$ cat config.mk
export PLATFORM = sky130hd
export DESIGN_NAME = sram_lane_ctrl
export DESIGN_NICKNAME = d
export VERILOG_FILES = /design/src/rtl/sram_ctrl_pkg.sv /design/src/rtl/sram_wait_ctr.sv /design/src/rtl/sram_lane_map.sv /design/src/rtl/sram_lane_ctrl.sv
export SDC_FILE = /design/constraint.sdc
export NUM_CORES = 1
export LEC_CHECK = 0
export BUFFER_PORTS_ARGS = -buffer_cell sky130_fd_sc_hd__buf_4
export CELL_PAD_IN_SITES_DETAIL_PLACEMENT = 1
export CELL_PAD_IN_SITES_GLOBAL_PLACEMENT = 2
export CORE_AREA = 2 2 94 96
export DETAILED_ROUTE_END_ITERATION = 8
export DIE_AREA = 0 0 96 98
export PLACE_DENSITY_LB_ADDON = 0.2
export SYNTH_ARGS = -nofsm -noshare
export SYNTH_HDL_FRONTEND = slang
export SYNTH_HIERARCHICAL = 1
export SYNTH_SLANG_ARGS = --single-unit
export TNS_END_PERCENT = 30
$ cat constraint.sdc
create_clock -name clk -period 4.8 [get_ports clk]
set_clock_uncertainty 0.2 [all_clocks]
set_input_delay 0.48 -clock clk [delete_from_list [all_inputs] [get_ports clk]]
set_output_delay 0.48 -clock clk [all_outputs]
set_load 0.03 [all_outputs]
$ cat src/rtl/sram_ctrl_pkg.sv
package sram_ctrl_pkg;

   typedef enum logic [2:0] {
      ST_IDLE   = 3'd0,
      ST_SETUP  = 3'd1,
      ST_STROBE = 3'd2,
      ST_HOLD   = 3'd3,
      ST_TURN   = 3'd4
   } ctl_state_t;

   // whole cycles covering a nanosecond minimum, never fewer than one
   function automatic int ns_to_cycles(input int t_ns, input int period_ns);
      int c;
      c = (t_ns + period_ns - 1) / period_ns;
      return (c < 1) ? 1 : c;
   endfunction

   function automatic int max_int(input int a, input int b);
      return (a > b) ? a : b;
   endfunction

endpackage

$ cat src/rtl/sram_wait_ctr.sv
module sram_wait_ctr #(
   parameter int CNT_W = 4
) (
   input  logic             clk,
   input  logic             rst_n,
   input  logic             load,
   input  logic [CNT_W-1:0] load_val,
   output logic             expired
);

   logic [CNT_W-1:0] cnt_q;

   always_ff @(posedge clk or negedge rst_n) begin
      if (!rst_n) begin
         cnt_q <= '0;
      end else if (load) begin
         cnt_q <= load_val;
      end else if (cnt_q != '0) begin
         cnt_q <= cnt_q - 1'b1;
      end
   end

   assign expired = (cnt_q == '0);

   // counter only ever moves downward between loads
   assert_ctr_down_R9: assert property (@(posedge clk) disable iff (!rst_n)
      (!$past(load) && $past(cnt_q) != '0) |-> (cnt_q == $past(cnt_q) - 1'b1));

endmodule

$ cat src/rtl/sram_lane_map.sv
module sram_lane_map #(
   parameter int DATA_W = 16,
   parameter int LANES  = 2
) (
   input  logic              active,
   input  logic [LANES-1:0]  lane_en,
   input  logic [DATA_W-1:0] bus_in,
   output logic [LANES-1:0]  sel_n,
   output logic [DATA_W-1:0] rd_masked
);

   localparam int LANE_W = DATA_W / LANES;

   for (genvar g = 0; g < LANES; g++) begin : g_lane
      assign sel_n[g] = !(active && lane_en[g]);
      assign rd_masked[g*LANE_W +: LANE_W] =
         lane_en[g] ? bus_in[g*LANE_W +: LANE_W] : '0;
   end

endmodule

$ cat src/rtl/sram_lane_ctrl.sv
module sram_lane_ctrl
   import sram_ctrl_pkg::*;
#(
   parameter int ADDR_W            = 18,
   parameter int DATA_W            = 16,
   parameter int LANES             = 2,
   parameter int CLK_NS            = 20,
   parameter int T_WE_PULSE_NS     = 8,
   parameter int T_ADDR_TO_END_NS  = 8,
   parameter int T_DATA_SETUP_NS   = 6,
   parameter int T_WRITE_CYCLE_NS  = 10,
   parameter int T_ADDR_ACCESS_NS  = 10,
   parameter int T_OE_ACCESS_NS    = 4,
   parameter int T_OE_FLOAT_NS     = 4
) (
   input  logic              clk,
   input  logic              rst_n,
   input  logic              host_req,
   input  logic              host_write,
   input  logic [ADDR_W-1:0] host_addr,
   input  logic [DATA_W-1:0] host_wdata,
   input  logic [LANES-1:0]  host_be,
   output logic              host_ready,
   output logic [DATA_W-1:0] host_rdata,
   output logic              host_rvalid,
   output logic [ADDR_W-1:0] mem_addr,
   output logic              mem_ce_n,
   output logic              mem_oe_n,
   output logic              mem_we_n,
   output logic [LANES-1:0]  mem_bsel_n,
   output logic [DATA_W-1:0] mem_dq_o,
   output logic              mem_dq_oe,
   input  logic [DATA_W-1:0] mem_dq_i
);

   localparam int WR_CYC = max_int(
      max_int(ns_to_cycles(T_WE_PULSE_NS, CLK_NS), ns_to_cycles(T_ADDR_TO_END_NS, CLK_NS)),
      max_int(ns_to_cycles(T_DATA_SETUP_NS, CLK_NS), ns_to_cycles(T_WRITE_CYCLE_NS, CLK_NS) - 2));
   localparam int RD_CYC = max_int(ns_to_cycles(T_OE_ACCESS_NS, CLK_NS),
                                   ns_to_cycles(T_ADDR_ACCESS_NS, CLK_NS) - 1);
   localparam int TA_CYC  = ns_to_cycles(T_OE_FLOAT_NS, CLK_NS);
   localparam int MAX_CYC = max_int(max_int(WR_CYC, RD_CYC), TA_CYC);
   localparam int CNT_W   = $clog2(MAX_CYC + 1);
   localparam int RUN_W   = CNT_W + 1;

   // elaboration-time parameter checks
   if (LANES < 1 || (DATA_W % LANES) != 0) begin : g_bad_lanes
      $error("DATA_W must split evenly into LANES byte lanes");
   end
   if (CLK_NS < 1) begin : g_bad_clk
      $error("CLK_NS must be at least 1");
   end
   if (ADDR_W < 1) begin : g_bad_addr
      $error("ADDR_W must be at least 1");
   end

   ctl_state_t        st_q;
   logic [ADDR_W-1:0] addr_q;
   logic [DATA_W-1:0] wdata_q;
   logic [LANES-1:0]  be_q;
   logic              write_q;
   logic [DATA_W-1:0] rdata_q;
   logic              rvalid_q;

   logic              tmr_load;
   logic [CNT_W-1:0]  tmr_val;
   logic              tmr_done;
   logic              cmd_phase;
   logic              accept;
   logic              be_zero;
   logic [DATA_W-1:0] rd_masked;

   assign be_zero   = (host_be == '0);
   assign accept    = (st_q == ST_IDLE) && host_req && !be_zero;
   assign cmd_phase = (st_q == ST_SETUP) || (st_q == ST_STROBE) || (st_q == ST_HOLD);

   // cycle timer load decode
   always_comb begin
      tmr_load = 1'b0;
      tmr_val  = '0;
      if (st_q == ST_SETUP) begin
         tmr_load = 1'b1;
         tmr_val  = write_q ? CNT_W'(WR_CYC - 1) : CNT_W'(RD_CYC - 1);
      end else if (st_q == ST_STROBE && tmr_done && !write_q) begin
         tmr_load = 1'b1;
         tmr_val  = CNT_W'(TA_CYC - 1);
      end
   end

   sram_wait_ctr #(.CNT_W(CNT_W)) u_wait (
      .clk      (clk),
      .rst_n    (rst_n),
      .load     (tmr_load),
      .load_val (tmr_val),
      .expired  (tmr_done)
   );

   sram_lane_map #(.DATA_W(DATA_W), .LANES(LANES)) u_lanes (
      .active    (cmd_phase),
      .lane_en   (be_q),
      .bus_in    (mem_dq_i),
      .sel_n     (mem_bsel_n),
      .rd_masked (rd_masked)
   );

   // access sequencer
   always_ff @(posedge clk or negedge rst_n) begin
      if (!rst_n) begin
         st_q     <= ST_IDLE;
         addr_q   <= '0;
         wdata_q  <= '0;
         be_q     <= '0;
         write_q  <= 1'b0;
         rdata_q  <= '0;
         rvalid_q <= 1'b0;
      end else begin
         rvalid_q <= 1'b0;
         unique case (st_q)
            ST_IDLE: begin
               if (accept) begin
                  addr_q  <= host_addr;
                  wdata_q <= host_wdata;
                  be_q    <= host_be;
                  write_q <= host_write;
                  st_q    <= ST_SETUP;
               end else if (host_req && be_zero && !host_write) begin
                  rdata_q  <= '0;
                  rvalid_q <= 1'b1;
               end
            end
            ST_SETUP: st_q <= ST_STROBE;
            ST_STROBE: begin
               if (tmr_done) begin
                  if (write_q) begin
                     st_q <= ST_HOLD;
                  end else begin
                     rdata_q  <= rd_masked;
                     rvalid_q <= 1'b1;
                     st_q     <= ST_TURN;
                  end
               end
            end
            ST_HOLD: st_q <= ST_IDLE;
            ST_TURN: begin
               if (tmr_done) st_q <= ST_IDLE;
            end
            default: st_q <= ST_IDLE;
         endcase
      end
   end

   assign host_ready  = (st_q == ST_IDLE);
   assign host_rdata  = rdata_q;
   assign host_rvalid = rvalid_q;
   assign mem_addr    = addr_q;
   assign mem_ce_n    = !cmd_phase;
   assign mem_oe_n    = !((st_q == ST_STROBE) && !write_q);
   assign mem_we_n    = !((st_q == ST_STROBE) && write_q);
   assign mem_dq_o    = wdata_q;
   assign mem_dq_oe   = cmd_phase && write_q;

   // strobe run-length counters for the width checks
   logic [RUN_W-1:0] we_run_q;
   logic [RUN_W-1:0] oe_run_q;

   always_ff @(posedge clk or negedge rst_n) begin
      if (!rst_n) begin
         we_run_q <= '0;
         oe_run_q <= '0;
      end else begin
         we_run_q <= mem_we_n ? '0 : we_run_q + 1'b1;
         oe_run_q <= mem_oe_n ? '0 : oe_run_q + 1'b1;
      end
   end

   assert_idle_quiet_R1: assert property (@(posedge clk) disable iff (!rst_n)
      host_ready |-> (mem_ce_n && mem_we_n && mem_oe_n && !mem_dq_oe && (&mem_bsel_n)));

   assert_write_oe_high_R2: assert property (@(posedge clk) disable iff (!rst_n)
      !mem_we_n |-> (!mem_ce_n && mem_oe_n && mem_dq_oe));

   assert_addr_stable_R2: assert property (@(posedge clk) disable iff (!rst_n)
      (!mem_ce_n && $past(!mem_ce_n)) |-> ($stable(mem_addr) && $stable(mem_bsel_n)));

   assert_data_stable_R2: assert property (@(posedge clk) disable iff (!rst_n)
      (mem_dq_oe && $past(mem_dq_oe)) |-> $stable(mem_dq_o));

   assert_no_overlap_R4: assert property (@(posedge clk) disable iff (!rst_n)
      !mem_oe_n |-> mem_we_n);

   assert_rvalid_pulse_R4: assert property (@(posedge clk) disable iff (!rst_n)
      (host_rvalid && !host_ready) |=> !host_rvalid);

   assert_no_drive_oe_low_R6: assert property (@(posedge clk) disable iff (!rst_n)
      mem_dq_oe |-> mem_oe_n);

   assert_be0_write_R7: assert property (@(posedge clk) disable iff (!rst_n)
      (host_ready && host_req && host_write && host_be == '0) |=> (host_ready && mem_ce_n));

   assert_be0_read_R8: assert property (@(posedge clk) disable iff (!rst_n)
      (host_ready && host_req && !host_write && host_be == '0) |=>
         (host_rvalid && host_rdata == '0 && mem_ce_n));

   assert_we_width_R9: assert property (@(posedge clk) disable iff (!rst_n)
      $rose(mem_we_n) |-> (we_run_q == RUN_W'(WR_CYC)));

   assert_oe_width_R9: assert property (@(posedge clk) disable iff (!rst_n)
      $rose(mem_oe_n) |-> (oe_run_q == RUN_W'(RD_CYC)));

   assert_busy_R10: assert property (@(posedge clk) disable iff (!rst_n)
      (host_ready && host_req && host_be != '0) |=> !host_ready);

endmodule

==> results.json <==
{
  "status": "complete, but fails checks",
  "violations": "negative hold slack",
  "synth_area_leader_cell": "dfrtp_1",
  "cp-start-kind": "register",
  "crit_fanout": 19,
  "cts_tree": "yes",
  "slew_headroom_pct": 48.9,
  "p_comb_share_pct": 50.7,
  "grt_pass1_wl_microns": 9940,
  "worst_setup_path_end_kind": "output port",
  "place_congestion": 0.650,
  "num_antenna_cells": 0,
  "path_class": "reg -> out",
  "clock_sinks": 58,
  "ant_nets": 0,
  "p_switching_uw": 1210,
  "internal-power_uw": 1790,
  "boundaryPins": 114,
  "ys_seq_area_share_pct": 55.2,
  "ys_warn_count": 6,
  "drt_iter0_markers": 33,
  "synth_area_sq_um": 2630,
  "pwr-share-clk_pct": 19.0,
  "hold_path_class": "in -> async",
  "mostFrequentLayoutCells": "buf_4, dfrtp_1, mux2_4",
  "vias": 1873,
  "wirelength_microns": 6140,
  "cts_htree_levels": 3,
  "drc_errors": 0,
  "max_freq_ghz": 0.416,
  "syn_avg_cell_area_sq_um": 13.2,
  "vdd_drop_max_v": 0.000303,
  "cts-buffers-inserted": 9,
  "wl_per_cell_microns": 14.3,
  "cts_setup_buffers": 0,
  "fin_crit_ns": 2.40,
  "stdcell_area_sq_um": 3810,
  "p_leak_uw": 0.00194,
  "finalPower_uw": 3000,
  "cpMostUsedCell": "buf_4",
  "drive_gt1_share_pct": 53.4,
  "via_per_inst": 4.36,
  "synthCells": 200,
  "firstDrtPassIters": 4,
  "grt_pass1_vias": 2021,
  "hold_slack_ns": -0.00444,
  "synth_ff_type": "dfrtp_1",
  "synth_nets": 256,
  "powerDensity_nw_per_um2": 786,
  "critical_path_arrival_ns": 1.72,
  "critPathRequiredTime_ns": 4.12,
  "worst_pin_slew_ns": 0.766,
  "placed_cell_area_sq_um": 3560,
  "clock-root-buffer": "clkbuf_8",
  "rsz0062_at_grt": "no",
  "cap_violations": 0,
  "nFillCells": 928,
  "hold_viol": 2,
  "antenna_found_initial": 0,
  "swShare_pct": 40.3,
  "dieArea_sq_um": 9410,
  "port_buffers": 113,
  "clock_latency_ns": 0.33,
  "holdBufCountCts": 0,
  "synth_edf_count": 0,
  "cts_buffer_depth": 2,
  "hpwl_microns": 4250,
  "multiInputGateArea_sq_um": 1030,
  "final_common_cell": "buf_4",
  "ys_ff_latch": 58,
  "syn2layout_area_growth_pct": 45.0,
  "fin_nets": 373,
  "worst_path_largest_cell_delay_ns": 0.57,
  "placement_rows": 34,
  "ff_latch_area_sq_um": 1450,
  "grt_max_degree": 59,
  "start_util_pct": 31.1,
  "synthDistinctLibCells": 27,
  "die_h_microns": 98,
  "final.setup.tns_ns": 0,
  "synth_top_area_share_pct": 55.2,
  "core-area_sq_um": 8470,
  "seqPwrFrac_pct": 30.3,
  "post-route-util_pct": 45.1,
  "ctsResizeCount": 0,
  "fin_crit_sh_pct": 50.1,
  "async_flop_share_pct": 100,
  "clk_pin_slew_ns": 0.07,
  "synthTopCellsByArea": "dfrtp_1, mux2_4, mux2i_1, and2_1, mux2_2",
  "cp_slowest_cell": "dfrtp_1",
  "overflow": 0,
  "drv_slew": 0,
  "grt_usage_pct": 13.7,
  "setup_viol": 0,
  "die_x_microns": 96,
  "cp_cell_sequence": "nor3b_2 > buf_4 > nand2b_1 > buf_4"
}
-- sequential cells by signal, indices dropped and copies added, names as in the netlist --
register and cells:
mem_addr 18, host_rdata 16, mem_dq_o 16, st_q 3, be_q 2, host_rvalid 1, u_wait/cnt_q 1, write_q 1
-- cell type report --
cell class                 instances  share of cell area [%]
clock buffer                      12                    4.07
inverter                          20                    1.97
sequential                        58                    38.0
multi-input combinational        112                    27.0
tap                              108                    3.54
timing repair buffer             116                    22.8
clock inverter                     4                    2.56
-- stage by stage --
step,setup WS [ns],instances,hold slack (ns)
after floorplan,2.52,200,-0.0156
after global placement,2.60,414,0.294
after detailed placement,2.57,414,0.296
after CTS,2.37,430,0.0427
after global routing,2.27,430,0.0660
final,2.40,430,-0.00444
-- path summary, 6_finish.rpt --
check	slack (ns)	end	depth (start not counted)	startpoint
setup / recovery	2.40	mem_oe_n	4	st_q[1]
hold / removal	-0.004	host_rdata[14]	1	rst_n
setup reg to reg	2.69	mem_dq_o[5]	3	st_q[2]
hold reg to reg	0.31	mem_dq_o[8]	1	mem_dq_o[8]
max in group asynchronous	3.87	mem_dq_o[14]	1	rst_n
min in group clk	0.17	mem_addr[8]	2	host_addr[8]
-- cells by family after synthesis --
logic type	synth area share [%]
other cells	0.143
mux	26.2
simple gates	11.1
buf+inv	5.90
flops	55.2
compound gates	1.52
-- power by group through the flow --
stage,clock network (uW),registers [uW],logic (uW)
floorplan,0,1280,639
global placement,0,914,1520
detailed placement,0,914,1540
CTS,590,914,1540
global route,617,949,1620
finish,570,908,1520
-- worst max-delay path: cells and delay by family (launching register included) --
| kind | cells | cell delay, ns |
|---|---|---|
| buffers and inverters | 2 | 0.46 |
| flip-flops | 1 | 0.57 |
| AND/OR/NAND/NOR | 2 | 0.36 |
-- layer usage --
layer | track usage, % | vias to the layer above | share of wire, %
li1 | - | 882 | -
met1 | 18.7 | 901 | 45
met2 | 18.9 | 82 | 42
met3 | 6.94 | 8 | 12
met4 | 4.29 | 0 | 1.1
met5 | 0 | - | 0
-- synth_stat cells, drive strengths merged, types with 2 or more instances --
cell type  count
nor3           2
nor3b          2
dfrtp         58
inv           20
nand2         19
nor2           4
buf           10
and2          18
mux2          37
nand2b         2
mux2i         16
Note: power is estimated with default switching activity, not from simulation.
